<file path="config.mk">
export PLATFORM = sky130hd
export DESIGN_NAME = semflag_unit
export DESIGN_NICKNAME = d
export VERILOG_FILES = /design/src/rtl/semflag_pkg.sv /design/src/rtl/semflag_port.sv /design/src/rtl/semflag_cell.sv /design/src/rtl/semflag_unit.sv
export SDC_FILE = /design/constraint.sdc
export NUM_CORES = 1
export LEC_CHECK = 0
export ABC_AREA = 1
export BUFFER_PORTS_ARGS = -buffer_cell sky130_fd_sc_hd__clkbuf_2
export CAP_MARGIN = 20
export CORE_ASPECT_RATIO = 0.7
export CORE_MARGIN = 2
export CORE_UTILIZATION = 30
export DETAILED_ROUTE_END_ITERATION = 8
export GPL_TIMING_DRIVEN = 1
export HOLD_SLACK_MARGIN = 0.06
export PLACE_DENSITY = 0.58
export SYNTH_ARGS = -nofsm -noshare
export SYNTH_HDL_FRONTEND = slang
export SYNTH_SLANG_ARGS = --single-unit
</file>
<file path="constraint.sdc">
create_clock -name clk -period 2.45 [get_ports clk]
set_input_delay 0.3675 -clock clk [delete_from_list [all_inputs] [get_ports clk]]
set_output_delay 0.3675 -clock clk [all_outputs]
set_load 0.02 [all_outputs]
</file>
<file path="src/rtl/semflag_pkg.sv">
// Shared types for the semaphore flag unit.
package semflag_pkg;
    // Holder of one token.
    typedef enum logic [1:0] {
        OWN_NONE  = 2'd0,
        OWN_LEFT  = 2'd1,
        OWN_RIGHT = 2'd2
    } owner_e;
endpackage

</file>
<file path="src/rtl/semflag_port.sv">
// One access port of the semaphore unit.
// Decodes the port controls, tracks the write strobe, raises the
// illegal-access pulse and drives the broadcast read data.
// Assumes NUM_FLAGS is a power of two and ADDR_W >= log2(NUM_FLAGS).
module semflag_port #(
    parameter int DATA_W    = 18,
    parameter int ADDR_W    = 13,
    parameter int NUM_FLAGS = 8
) (
    input  logic                         clk,
    input  logic                         rst_n,
    input  logic                         ce_n,
    input  logic                         sem_n,
    input  logic                         rw,
    input  logic                         oe_n,
    input  logic [ADDR_W-1:0]            addr,
    input  logic [DATA_W-1:0]            wdata,
    input  logic [NUM_FLAGS-1:0]         view,
    output logic                         commit,
    output logic [$clog2(NUM_FLAGS)-1:0] commit_sel,
    output logic                         commit_val,
    output logic [DATA_W-1:0]            rdata,
    output logic                         rdata_oe,
    output logic                         err
);
    localparam int SEL_W = $clog2(NUM_FLAGS);

    logic [SEL_W-1:0] sel;
    logic             illegal;
    logic             wr_low;
    logic             rd_en;
    logic             armed_q;
    logic             ill_q;
    logic [SEL_W-1:0] cap_sel_q;
    logic             cap_val_q;

    // Decode the access type of this cycle.
    always_comb begin
        sel     = addr[SEL_W-1:0];
        illegal = !sem_n && !ce_n;
        wr_low  = !sem_n && ce_n && !rw;
        rd_en   = !sem_n && ce_n && rw && !oe_n;
    end

    // Track the low phase of the write strobe and the error pulse.
    always_ff @(posedge clk) begin
        if (!rst_n) begin
            armed_q   <= 1'b0;
            cap_sel_q <= '0;
            cap_val_q <= 1'b1;
            ill_q     <= 1'b0;
            err       <= 1'b0;
        end else begin
            armed_q <= wr_low;
            if (wr_low) begin
                cap_sel_q <= sel;
                cap_val_q <= wdata[0];
            end
            ill_q <= illegal;
            err   <= illegal && !ill_q;
        end
    end

    // Commit when the strobe returns high on a legal cycle.
    always_comb begin
        commit     = armed_q && rw && !illegal;
        commit_sel = cap_sel_q;
        commit_val = cap_val_q;
    end

    // Broadcast the selected token over the whole bus on a read.
    always_comb begin
        rdata_oe = rd_en;
        rdata    = rd_en ? {DATA_W{view[sel]}} : '0;
    end
endmodule

</file>
<file path="src/rtl/semflag_cell.sv">
// One token: holder plus one queued-request bit per port.
// Claims and releases arrive already decoded for this token.
// Left wins simultaneous claims on a free token.
module semflag_cell
    import semflag_pkg::*;
(
    input  logic clk,
    input  logic rst_n,
    input  logic req_l,
    input  logic rel_l,
    input  logic req_r,
    input  logic rel_r,
    output logic view_l,
    output logic view_r
);
    owner_e own_q, own_d;
    logic   pend_l_q, pend_l_d;
    logic   pend_r_q, pend_r_d;
    logic   want_l, want_r;

    // Work out the next holder and queue.
    always_comb begin
        want_l   = (pend_l_q || req_l) && !rel_l;
        want_r   = (pend_r_q || req_r) && !rel_r;
        own_d    = own_q;
        pend_l_d = 1'b0;
        pend_r_d = 1'b0;
        unique case (own_q)
            OWN_LEFT: begin
                if (rel_l) own_d = OWN_NONE;
                pend_r_d = want_r;
            end
            OWN_RIGHT: begin
                if (rel_r) own_d = OWN_NONE;
                pend_l_d = want_l;
            end
            default: begin
                if (want_l) begin
                    own_d    = OWN_LEFT;
                    pend_r_d = want_r;
                end else if (want_r) begin
                    own_d = OWN_RIGHT;
                end
            end
        endcase
    end

    // Hold the token state.
    always_ff @(posedge clk) begin
        if (!rst_n) begin
            own_q    <= OWN_NONE;
            pend_l_q <= 1'b0;
            pend_r_q <= 1'b0;
        end else begin
            own_q    <= own_d;
            pend_l_q <= pend_l_d;
            pend_r_q <= pend_r_d;
        end
    end

    // A port reads 0 only while it holds the token.
    always_comb begin
        view_l = (own_q != OWN_LEFT);
        view_r = (own_q != OWN_RIGHT);
    end
endmodule

</file>
<file path="src/rtl/semflag_unit.sv">
// Two-port semaphore token bank.
// Each port reaches the tokens with its semaphore select low and its
// chip select high; the unit resolves claims, releases and queues.
module semflag_unit #(
    parameter int DATA_W    = 18,
    parameter int ADDR_W    = 13,
    parameter int NUM_FLAGS = 8
) (
    input  logic              clk,
    input  logic              rst_n,
    input  logic              l_ce_n,
    input  logic              l_sem_n,
    input  logic              l_rw,
    input  logic              l_oe_n,
    input  logic [ADDR_W-1:0] l_addr,
    input  logic [DATA_W-1:0] l_wdata,
    output logic [DATA_W-1:0] l_rdata,
    output logic              l_rdata_oe,
    output logic              l_err,
    input  logic              r_ce_n,
    input  logic              r_sem_n,
    input  logic              r_rw,
    input  logic              r_oe_n,
    input  logic [ADDR_W-1:0] r_addr,
    input  logic [DATA_W-1:0] r_wdata,
    output logic [DATA_W-1:0] r_rdata,
    output logic              r_rdata_oe,
    output logic              r_err
);
    localparam int SEL_W = $clog2(NUM_FLAGS);

    logic                 commit_l, commit_r;
    logic [SEL_W-1:0]     sel_l, sel_r;
    logic                 val_l, val_r;
    logic [NUM_FLAGS-1:0] view_l, view_r;

    semflag_port #(.DATA_W(DATA_W), .ADDR_W(ADDR_W), .NUM_FLAGS(NUM_FLAGS)) u_port_l (
        .clk(clk), .rst_n(rst_n), .ce_n(l_ce_n), .sem_n(l_sem_n), .rw(l_rw),
        .oe_n(l_oe_n), .addr(l_addr), .wdata(l_wdata), .view(view_l),
        .commit(commit_l), .commit_sel(sel_l), .commit_val(val_l),
        .rdata(l_rdata), .rdata_oe(l_rdata_oe), .err(l_err)
    );

    semflag_port #(.DATA_W(DATA_W), .ADDR_W(ADDR_W), .NUM_FLAGS(NUM_FLAGS)) u_port_r (
        .clk(clk), .rst_n(rst_n), .ce_n(r_ce_n), .sem_n(r_sem_n), .rw(r_rw),
        .oe_n(r_oe_n), .addr(r_addr), .wdata(r_wdata), .view(view_r),
        .commit(commit_r), .commit_sel(sel_r), .commit_val(val_r),
        .rdata(r_rdata), .rdata_oe(r_rdata_oe), .err(r_err)
    );

    for (genvar i = 0; i < NUM_FLAGS; i++) begin : g_flag
        logic hit_l, hit_r;

        // Route each port's commit to the addressed token only.
        always_comb begin
            hit_l = commit_l && (sel_l == SEL_W'(i));
            hit_r = commit_r && (sel_r == SEL_W'(i));
        end

        semflag_cell u_cell (
            .clk(clk), .rst_n(rst_n),
            .req_l(hit_l && !val_l), .rel_l(hit_l && val_l),
            .req_r(hit_r && !val_r), .rel_r(hit_r && val_r),
            .view_l(view_l[i]), .view_r(view_r[i])
        );
    end
endmodule

</file>
# Word level (Yosys, flattened, before mapping)
# Index checks and enable logic that the tools add are counted.
# op_classes
n_reduce_logical	152
mux	62
order_cmp	2
eq_ne	62
# ops
op	count
$logic_and A1 B1 Y1	80
$mux W2	32
$ne A2 B1 Y1 const B	24
$mux W18	2
$pmux W2 S2	8
$reduce_bool A4 Y1	8
$logic_not A1 Y1	30
$eq A3 B3 Y1 const B	8
$reduce_and A3 Y1	8
$eq A2 B1 Y1 const B	8
$eq A2 B2 Y1 const B	8
$logic_or A1 B1 Y1	16
$ne A2 B2 Y1 const B	8
$pmux W1 S2	8
$reduce_and A2 Y1	8
$eq A3 B2 Y1 const B	4
$mux W1	10
$lt A3 B4 Y1 const B	2
$bmux W1 S3	2
$eq A3 B1 Y1 const B	2
$logic_not A3 Y1	2
# word_totals
reg_bits	46
in_bits	72
word_cells	312
output_inout_bits	40

# Depth between registers and ports, before layout
# Gate-level depths: netlist of the first run.
# logic_depth
word_depth	11
depth_mapped	10

# By module
# Synthesis of the first run repeated with hierarchy kept, for this count alone.
# unflattened
cells_unflattened	470
hier_area_um2	3160.5
# by_module_without_submodules
module	area_per_inst_um2	n_inst	cells_each
semflag_cell	232.7	8	31
semflag_port	496.7	2	75
semflag_unit	305.3	1	72

# Worst setup path after synthesis of the first run
# Ideal clock, no wire load.
# synth_timing
path_type	input to output
startpoint	input r_sem_n
endpoint	output r_rdata[10]
path_buffers	1
stages	6
arrival_ns	2.406
setup_slack_ns	-0.324
required_time_ns	2.082
path_cell_list	inv_1 nand2_1 nor3b_1 nand2_1 a21oi_1 buf_4
# synth_via
elab_chain_len	5
# synth_lines
element	line_no	source
start, declared	semflag_unit.sv:21	input logic r_sem_n,
$logic_not A1 Y1	semflag_port.sv:42	rd_en = !sem_n && ce_n && rw && !oe_n;
$logic_and A1 B1 Y1 (3 in a row)	semflag_port.sv:42	
net r_rdata_oe	semflag_unit.sv:27	output logic r_rdata_oe,
$mux W18	semflag_port.sv:74	rdata = rd_en ? {DATA_W{view[sel]}} : '0;
end, declared	semflag_unit.sv:26	output logic [DATA_W-1:0] r_rdata,
# The timed path passes the listed nets, and every way through them passes these cells.

# Worst setup path after layout of the first run
# layout_timing
startpoint	register g_flag[3].u_cell.own_q[1]
endpoint	output l_rdata[15]
# layout_via
elab_chain_len	4
# layout_lines
element	line_no	source
start, declared	semflag_cell.sv:16	owner_e own_q, own_d;
start signal, assigned	semflag_cell.sv:55	own_q <= own_d;
$ne A2 B1 Y1	semflag_cell.sv:63	view_l = (own_q != OWN_LEFT);
$bmux W1 S3	semflag_port.sv:74	
$mux W1 (implied by the code)	semflag_port.sv:74	
$mux W18	semflag_port.sv:74	
end, declared	semflag_unit.sv:17	output logic [DATA_W-1:0] l_rdata,
# Every way passes these cells. The select of a mux whose other input is x is not followed.

==> impl_metrics.py, run 1 <==
metrics = {
    "critical_path": {
        "cp-endpoint": "l_rdata[15]",
        "startpoint_type": "flop",
        "r2r_slack_ns": 0.91,
        "arrival_ns": 1.84,
        "crit_fanout": 18,
        "crit_path_end_kind": "primary output",
        "ff2ff_path_depth": 8,
        "regToRegEndpoint": "g_flag[3].u_cell.own_q[0]",
        "path_class": "reg -> out",
        "startpoint": "g_flag[3].u_cell.own_q[1]",
        "worstPathRequired_ns": 2.08,
        "reg2reg_from": "u_port_l.armed_q",
    },
    "route": {
        "postRouteAntennaNets": 0,
        "first_pass_iters": 4,
        "vias_per_cell": 4.34,
        "wl_per_cell_um": 11.0,
        "drc": 0,
        "num_vias": 2590,
        "first_iter_violations": 112,
        "drt_wl_total_um": 6600,
    },
    "grt": {
        "grt_usage": 0.128,
        "overflow": 0,
        "grt_pass1_wl_um": 10600,
        "grt_max_degree": 22,
        "antenna_found_initial": 0,
        "first_global_vias": 2292,
    },
    "clock_tree": {
        "cts.sinks": 46,
        "clk_latency_ns": 0.29,
        "clockRootBuffer": "clkbuf_16",
        "cts_hold_buffers": 0,
        "h-tree-depth": 2,
        "cts_tree": "done",
        "numCtsBuffers": 5,
        "path_clk_slew_ns": 0.07,
        "clock_path_buffers": 2,
    },
    "synthesis": {
        "synthTopCellsByArea": "dfxtp_1 (31%), nand2_1 (17%), buf_4 (8.6%), inv_1 (7.0%), ha_1 (6.8%)",
        "ys_types": 32,
        "synth-edff-count": 0,
        "async_flop_share": 0,
        "yosysWarnings": 0,
        "synth_area_mm2": 0.00296,
        "synth-seq-area-share": 0.311,
        "yosysTopAreaCell": "dfxtp_1",
        "syn_area_per_cell_um2": 6.67,
        "synth_top_area_frac": 0.311,
        "synthCells": 443,
        "yosys-top-cells-count": "nand2_1 (135), inv_1 (55), dfxtp_1 (46)",
        "syn_nets": 531,
        "post-synth-top-count-cell": "nand2_1",
        "ys_ff_latch": 46,
        "synthFlopType": "dfxtp_1",
    },
    "pwr": {
        "p_clk_frac": 0.381,
        "power_frac_seq": 0.447,
        "leakage_nw": 1.45,
        "ir_drop_v": 0.000262,
        "switchingPower_mw": 0.525,
        "total_power_mw": 1.78,
        "netSwitchingFraction": 0.294,
        "p_comb_frac": 0.172,
        "internal-power_mw": 1.26,
        "cellPowerDensity_mw_per_mm2": 541,
    },
    "timing": {
        "setup-tns-final_ns": 0,
        "setup_viol": 0,
        "hold_viol_final": 0,
        "fin_skew_ns": 0.00615,
        "max_freq_ghz": 0.453,
        "period_share": 0.902,
        "rsz0062_at_grt": "false",
        "tightest_slew_ns": 0.529,
        "slew_violations": 0,
        "max-slew-margin-rel": 0.647,
        "fin_crit_ns": 2.21,
        "postLayoutSetupSlackWorst_ns": 0.240,
    },
    "floorplan": {
        "fp.coreArea_mm2": 0.00965,
        "dieWidth_um": 123,
        "fp-row-count": 30,
        "start_util": 0.306,
        "dieHeight_um": 87.1,
        "num_io_pins": 112,
        "die_area_mm2": 0.0107,
    },
    "cells_and_area": {
        "finalNonFillerCells": 597,
        "n_antenna_cell": 0,
        "fin_util": 0.342,
        "syn2layout_area_growth_pct": 11.5,
        "drive_gt1_frac": 0.213,
        "nets": 556,
    },
    "outcome": {
        "status": "finished clean",
    },
    "place": {
        "placed_cells": 588,
        "hpwl_um": 5140,
        "io_buffers": 57,
        "dp_slack_ns": 0.305,
        "gp_congestion": 0.790,
    },
    "hold_path": {
        "hold_path.class": "in -> reg",
    },
    "job": {
        "maxCapViolCount": 0,
    },
}
## metal layers
| metal | share of wire | global-route usage |
|---|---|---|
| met4 | 0.0056 | 0.0293 |
| met2 | 0.44 | 0.200 |
| met5 | 0 | 0 |
| met3 | 0.059 | 0.0288 |
| met1 | 0.50 | 0.179 |
## flip-flops by register name, summed over array words and instances (netlist names)
register                count
g_flag.u_cell.own_q        16
g_flag.u_cell.pend_l_q      8
g_flag.u_cell.pend_r_q      8
u_port_l.commit_sel         3
u_port_r.commit_sel         3
u_port_l.armed_q            1
u_port_l.commit_val         1
u_port_l.err                1
u_port_l.ill_q              1
u_port_r.armed_q            1
u_port_r.commit_val         1
u_port_r.err                1
u_port_r.ill_q              1
## cell type report
type | count | area (um2)
clock buffer | 5 | 125
clock inverter | 3 | 21.3
fill | 1039 | 6350
inverter | 60 | 225
multi-input combinational | 295 | 1520
sequential | 46 | 921
tap | 128 | 160
timing repair buffer | 60 | 320
## what timing repair did
action / in CTS / in global routing
buffers inserted: 0 / 1
endpoints found under the setup margin: 18 / 36
resized for setup: 1 / 1
## logic make-up (layout without fill, tap and decap cells)
group                    count (synthesis)  in the layout  synth area share
AND/OR/NAND/NOR                        230            230             0.348
adder cells (fa/ha/maj)                 16             16            0.0677
flip-flops                              46             46             0.311
AO/OA/AOI/OAI                           49             49            0.0927
buffers and inverters                  102            128             0.180
## power groups by stage
stage                     Clock (mW)  Combinational, mW  Sequential (mW)
after floorplan                    0              0.240            0.806
after global placement             0              0.296            0.814
after detailed placement           0              0.303            0.814
after CTS                      0.699              0.306            0.797
after global routing           0.728              0.352            0.800
final                          0.679              0.308            0.797
## how the worst min path moves through the flow
stage | slack (ns) | start | depth (start not counted) | end
global placement | 0.38 | u_port_l.ill_q | 1 | u_port_l.err
CTS | 0.29 | l_ce_n | 2 | u_port_l.err
detailed placement | 0.38 | u_port_l.ill_q | 1 | u_port_l.err
finish | 0.29 | l_ce_n | 2 | u_port_l.ill_q
global route | 0.30 | r_wdata[0] | 3 | u_port_r.commit_val
floorplan | 0.37 | u_port_l.ill_q | 1 | u_port_l.err
## stage by stage
step	hold WS [ns]	instance area, um2
6_report	0.292	3300
2_1_floorplan	0.368	2960
4_1_cts	0.289	3270
3_3_place_gp	0.378	3120
5_1_grt	0.298	3300
3_5_place_dp	0.378	3120
## worst max-delay path, cell delays in order (launching register included)
cell and delay [ns]:
dfxtp_1 0.31, inv_1 0.07, ha_1 0.20, inv_1 0.10, o21ai_0 0.15, a21oi_1 0.06
nor3_1 0.34, nor2_4 0.13, clkbuf_2 0.18
## cell usage in the layout, fill, tap and decap left out, types with 7 or more instances in the layout
| master | count |
|---|---|
| nand3_1 | 21 |
| nor2_1 | 33 |
| nand2_2 | 9 |
| dfxtp_1 | 46 |
| clkbuf_2 | 57 |
| o21ai_1 | 7 |
| nor3_1 | 13 |
| nand2_1 | 135 |
| ha_1 | 16 |
| o21ai_0 | 11 |
| a21oi_1 | 20 |
| inv_1 | 55 |
Note: power is estimated with default switching activity, not from simulation.
==> run 2, diff against run 1 <==
--- a/config.mk
+++ b/config.mk
@@ -8,9 +8,10 @@
 export ABC_AREA = 1
 export BUFFER_PORTS_ARGS = -buffer_cell sky130_fd_sc_hd__clkbuf_2
 export CAP_MARGIN = 20
-export CORE_ASPECT_RATIO = 0.7
+export CORE_ASPECT_RATIO = 1.4
 export CORE_MARGIN = 2
 export CORE_UTILIZATION = 30
+export CTS_BUF_LIST = sky130_fd_sc_hd__clkbuf_16
 export DETAILED_ROUTE_END_ITERATION = 8
 export GPL_TIMING_DRIVEN = 1
 export HOLD_SLACK_MARGIN = 0.06
==> run 2 against run 1 <==
Setup slack lost 0.069 ns. First-iteration DRC count grew 18%. Sequential power is essentially flat. Non-clock buffer count grew 1. Combinational power is essentially flat.
==> impl_metrics.py, run 2 (same netlist as run 1, synthesis figures left out) <==
metrics = {
    "clock_tree": {
        "cts_tree": "done",
        "clock_path_buffers": 2,
        "h-tree-depth": 2,
        "cts.sinks": 46,
        "clk_latency_ns": 0.29,
        "path_clk_slew_ns": 0.06,
        "clockRootBuffer": "clkbuf_16",
        "numCtsBuffers": 5,
        "cts_hold_buffers": 0,
    },
    "critical_path": {
        "path_class": "reg -> out",
        "path_depth": 8,
        "max_stage_delay_ns": 0.33,
        "crit_path_end_kind": "primary output",
        "cp_common_cell": "inv_1",
        "slowest_stage": "dfxtp_1",
        "crit_fanout": 18,
        "regToRegEndpoint": "g_flag[0].u_cell.own_q[0]",
        "startpoint_type": "flop",
        "path_cells": "inv_1 > ha_1 > inv_1 > nor2_1 > a211oi_1 > nor3_1 > nor2_4 > clkbuf_2",
        "reg2reg_from": "u_port_l.armed_q",
        "r2r_slack_ns": 0.92,
        "ff2ff_path_depth": 8,
        "worstPathRequired_ns": 2.08,
        "cp.buffers_inverters": 3,
        "cpLargestDelayFamily": "simple AND/OR/NAND/NOR gates",
        "arrival_ns": 1.91,
    },
    "grt": {
        "overflow": 0,
        "antenna_found_initial": 0,
        "grt_usage": 0.135,
        "grt_max_degree": 22,
        "first_global_vias": 2472,
        "grt_pass1_wl_um": 11200,
    },
    "timing": {
        "hold_slack_ns": 0.290,
        "fin_crit_ns": 2.28,
        "rsz0062_at_grt": "false",
        "setup-tns-final_ns": 0,
        "max_freq_ghz": 0.439,
        "tightest_slew_ns": 0.596,
        "hold_viol_final": 0,
        "fin_skew_ns": 0.00428,
        "period_share": 0.930,
        "setup_viol": 0,
        "slew_violations": 0,
        "max-slew-margin-rel": 0.600,
    },
    "floorplan": {
        "num_io_pins": 112,
        "dieWidth_um": 87.9,
        "start_util": 0.311,
        "fp.coreArea_mm2": 0.00951,
        "fp-row-count": 42,
        "dieHeight_um": 121,
        "die_area_mm2": 0.0107,
    },
    "cells_and_area": {
        "drive_gt1_frac": 0.209,
        "nets": 557,
        "syn2layout_area_growth_pct": 11.3,
        "nFillCells": 1048,
        "n_antenna_cell": 0,
        "multiInputGateArea_mm2": 0.00152,
        "top_regs": "g_flag.u_cell.own_q x16, g_flag.u_cell.pend_l_q x8, g_flag.u_cell.pend_r_q x8",
        "final_cell_mix": "nand2_1 (135), clkbuf_2 (57), inv_1 (55)",
        "finalNonFillerCells": 600,
        "regArea_um2": 921,
        "layout_commonest_cell": "nand2_1",
        "largest_register_ffs": 16,
        "top_register": "g_flag.u_cell.own_q",
    },
    "hold_path": {
        "min_to": "u_port_l.commit_val",
        "hold_path.class": "in -> reg",
        "min_path_cells": 3,
        "worstHoldStart": "l_wdata[0]",
    },
    "place": {
        "placed_cells": 593,
        "io_buffers": 57,
        "hpwl_um": 5170,
        "gp_congestion": 0.819,
    },
    "route": {
        "postRouteAntennaNets": 0,
        "drt_wl_total_um": 6710,
        "first_pass_iters": 5,
        "first_iter_violations": 132,
        "wl_per_cell_um": 11.2,
        "num_vias": 2619,
        "vias_per_cell": 4.37,
        "drc": 0,
    },
    "pwr": {
        "cellPowerDensity_mw_per_mm2": 532,
        "ir_drop_v": 0.000273,
        "leakage_nw": 1.44,
        "total_power_mw": 1.75,
    },
    "job": {
        "maxCapViolCount": 0,
    },
    "outcome": {
        "status": "finished clean",
    },
}
## run 2: timing repair
item / 4_1_cts / 5_1_grt
setup endpoints to repair: 36 / 18
setup buffers: 0 / 1
resized for setup: 2 / 0
## run 2: area by class of cell
cell class,instances,area share
Clock buffer,5,0.0380
Clock inverter,1,0.00114
Timing Repair Buffer,61,0.0996
Inverter,60,0.0684
Tap cell,132,0.0502
Multi-Input combinational cell,295,0.463
Sequential cell,46,0.280
## run 2: worst max path at each step
stage / start / slack, ns / end
finish: g_flag[0].u_cell.own_q[1] / 0.17 / l_rdata[16]
global route: g_flag[0].u_cell.own_q[1] / 0.01 / l_rdata[0]
CTS: g_flag[5].u_cell.own_q[0] / 0.13 / r_rdata[6]
detailed placement: g_flag[5].u_cell.own_q[0] / 0.29 / r_rdata[5]
global placement: g_flag[0].u_cell.own_q[1] / 0.35 / l_rdata[0]
floorplan: r_sem_n / 0.07 / r_rdata[10]
## run 2: power breakdown
part	internal [mW]	switching, mW	total [mW]
registers	0.775	0.0223	0.798
clock network	0.364	0.283	0.647
logic	0.107	0.200	0.307
total	1.25	0.506	1.75
## run 2: worst register-to-register path, stage by stage (launching register included)
cell	delay [ns]
dfxtp_1	0.32
nand2_2	0.06
nor2_4	0.38
nand3_1	0.21
nand2_2	0.15
nand3_1	0.08
nand2_1	0.08
nand2_1	0.06
a21oi_2	0.10
## run 2: metal layers
metal | track usage | vias up | wire, um
met1 | 0.147 | 1173 | 2780
met5 | 0 | - | 0
met4 | 0.0663 | 0 | 184
met2 | 0.246 | 28 | 3610
met3 | 0.0238 | 11 | 138
li1 | - | 1407 | -
## run 2: through the flow
stage	setup WS, ns	area [um2]	util
floorplan	0.0710	2960	-
global placement	0.348	3130	0.329
detailed placement	0.292	3130	0.329
CTS	0.127	3270	0.344
global route	0.0108	3290	0.346
finish	0.172	3290	0.346
==> run 3, diff against run 2 <==
--- a/config.mk
+++ b/config.mk
@@ -11,7 +11,7 @@
 export CORE_ASPECT_RATIO = 1.4
 export CORE_MARGIN = 2
 export CORE_UTILIZATION = 30
-export CTS_BUF_LIST = sky130_fd_sc_hd__clkbuf_16
+export CTS_BUF_LIST = sky130_fd_sc_hd__clkbuf_4 sky130_fd_sc_hd__clkbuf_8 sky130_fd_sc_hd__clkbuf_16
 export DETAILED_ROUTE_END_ITERATION = 8
 export GPL_TIMING_DRIVEN = 1
 export HOLD_SLACK_MARGIN = 0.06
==> run 3 against run 2 <==
Core utilization up 0.11 points. Clock-buffer cell count up 1. Clock power up 5.1%. Critical path type unchanged. Largest power group unchanged.
==> impl_metrics.py, run 3 (same netlist as run 1, synthesis figures left out) <==
metrics = {
    "grt": {
        "grt_usage": 0.135,
        "grt_max_degree": 22,
        "first_global_vias": 2472,
        "grt_pass1_wl_um": 11200,
        "antenna_found_initial": 0,
        "overflow": 0,
    },
    "floorplan": {
        "start_util": 0.311,
        "die_area_mm2": 0.0107,
        "dieHeight_um": 121,
        "fp-row-count": 42,
        "dieWidth_um": 87.9,
        "fp.coreArea_mm2": 0.00951,
        "num_io_pins": 112,
    },
    "cells_and_area": {
        "largest_register_ffs": 16,
        "top_regs": "g_flag.u_cell.own_q x16, g_flag.u_cell.pend_l_q x8, g_flag.u_cell.pend_r_q x8",
        "n_antenna_cell": 0,
        "layout_commonest_cell": "nand2_1",
        "final_cell_area_mm2": 0.00330,
        "nets": 557,
        "syn2layout_area_growth_pct": 11.6,
        "final_cell_mix": "nand2_1 (135), clkbuf_2 (57), inv_1 (55)",
        "drive_gt1_frac": 0.212,
        "top_register": "g_flag.u_cell.own_q",
    },
    "critical_path": {
        "crit_fanout": 18,
        "r2r_slack_ns": 0.92,
        "startpoint_type": "flop",
        "ff2ff_path_depth": 8,
        "crit_path_end_kind": "primary output",
        "arrival_ns": 1.91,
        "reg2reg_from": "u_port_l.armed_q",
        "path_class": "reg -> out",
        "regToRegEndpoint": "g_flag[0].u_cell.own_q[0]",
        "worstPathRequired_ns": 2.08,
    },
    "hold_path": {
        "hold_path.class": "in -> reg",
        "min_path_cells": 3,
        "worstHoldStart": "l_wdata[0]",
        "min_to": "u_port_l.commit_val",
    },
    "clock_tree": {
        "cts_tree": "done",
        "path_clk_slew_ns": 0.06,
        "clk_latency_ns": 0.29,
        "clock_path_buffers": 2,
        "numCtsBuffers": 5,
        "h-tree-depth": 2,
        "clockRootBuffer": "clkbuf_16",
        "cts.sinks": 46,
    },
    "timing": {
        "max-slew-margin-rel": 0.599,
        "rsz0062_at_grt": "false",
        "hold_viol_final": 0,
        "setup_viol": 0,
        "fin_skew_ns": 0.00384,
        "fin_crit_ns": 2.28,
        "max_freq_ghz": 0.439,
        "postLayoutSetupSlackWorst_ns": 0.170,
        "tightest_slew_ns": 0.597,
        "hold_slack_ns": 0.289,
        "setup-tns-final_ns": 0,
        "period_share": 0.931,
        "slew_violations": 0,
    },
    "route": {
        "drt_wl_total_um": 6700,
        "postRouteAntennaNets": 0,
        "wl_per_cell_um": 11.2,
        "first_pass_iters": 5,
        "num_vias": 2626,
        "vias_per_cell": 4.38,
        "drc": 0,
        "first_iter_violations": 127,
    },
    "place": {
        "dpl_cell_area_mm2": 0.00313,
        "hpwl_um": 5170,
        "gp_congestion": 0.819,
        "dp_slack_ns": 0.292,
        "io_buffers": 57,
    },
    "pwr": {
        "ir_drop_v": 0.000274,
        "cellPowerDensity_mw_per_mm2": 540,
        "leakage_nw": 1.45,
        "total_power_mw": 1.78,
    },
    "job": {
        "maxCapViolCount": 0,
    },
    "outcome": {
        "status": "finished clean",
    },
}
run 3: changes by cell type in the layout (fill, tap and decap cells not counted):
| cell | delta |
|---|---|
| clkinv_1 | -1 |
| clkbuf_8 | +1 |
run 3: layer usage:
layer  track usage  share of wire  up-vias
li1              -              -     1409
met4        0.0663          0.027        0
met5             0              0        -
met1         0.147           0.41     1183
met3        0.0238          0.018       11
met2         0.246           0.54       23
run 3: layout make-up:
cell class                 instances  area (um2)
inverter                          60         225
fill                            1048        6210
tap                              132         165
multi-input combinational        295        1520
clock buffer                       6         139
timing repair buffer              61         328
sequential                        46         921
run 3: through the flow:
stage	utilization	instances
floorplan	-	443
global placement	0.329	593
detailed placement	0.329	593
CTS	0.345	599
global route	0.347	600
finish	0.347	600
run 3: power breakdown:
| part | internal, mW | total [mW] | switching (mW) |
|---|---|---|---|
| Clock | 0.395 | 0.680 | 0.285 |
| Sequential | 0.775 | 0.798 | 0.0224 |
| Combinational | 0.107 | 0.306 | 0.200 |
| Total | 1.28 | 1.78 | 0.507 |
run 3: how the worst max path moves through the flow:
stage	endpoint	startpoint	slack (ns)	depth (start not counted)
after floorplan	r_rdata[10]	r_sem_n	0.07	6
after global placement	l_rdata[0]	g_flag[0].u_cell.own_q[1]	0.35	8
after detailed placement	r_rdata[5]	g_flag[5].u_cell.own_q[0]	0.29	8
after CTS	r_rdata[6]	g_flag[5].u_cell.own_q[0]	0.13	8
after global routing	l_rdata[0]	g_flag[0].u_cell.own_q[1]	0.01	8
final	l_rdata[16]	g_flag[0].u_cell.own_q[1]	0.17	8
run 3: worst max-delay path, cell delays in order, from the launching register on:
cell      delay [ns]
dfxtp_1         0.33
inv_1           0.06
ha_1            0.20
inv_1           0.11
nor2_1          0.05
a211oi_1        0.23
nor3_1          0.14
nor2_4          0.28
clkbuf_2        0.23
run 3: what timing repair did:
item / in CTS / in global routing
hold buffers: 0 / 0
setup buffers: 0 / 1
endpoints found under the setup margin: 36 / 18
gates resized for setup: 2 / 0
pin swaps: 0 / 0
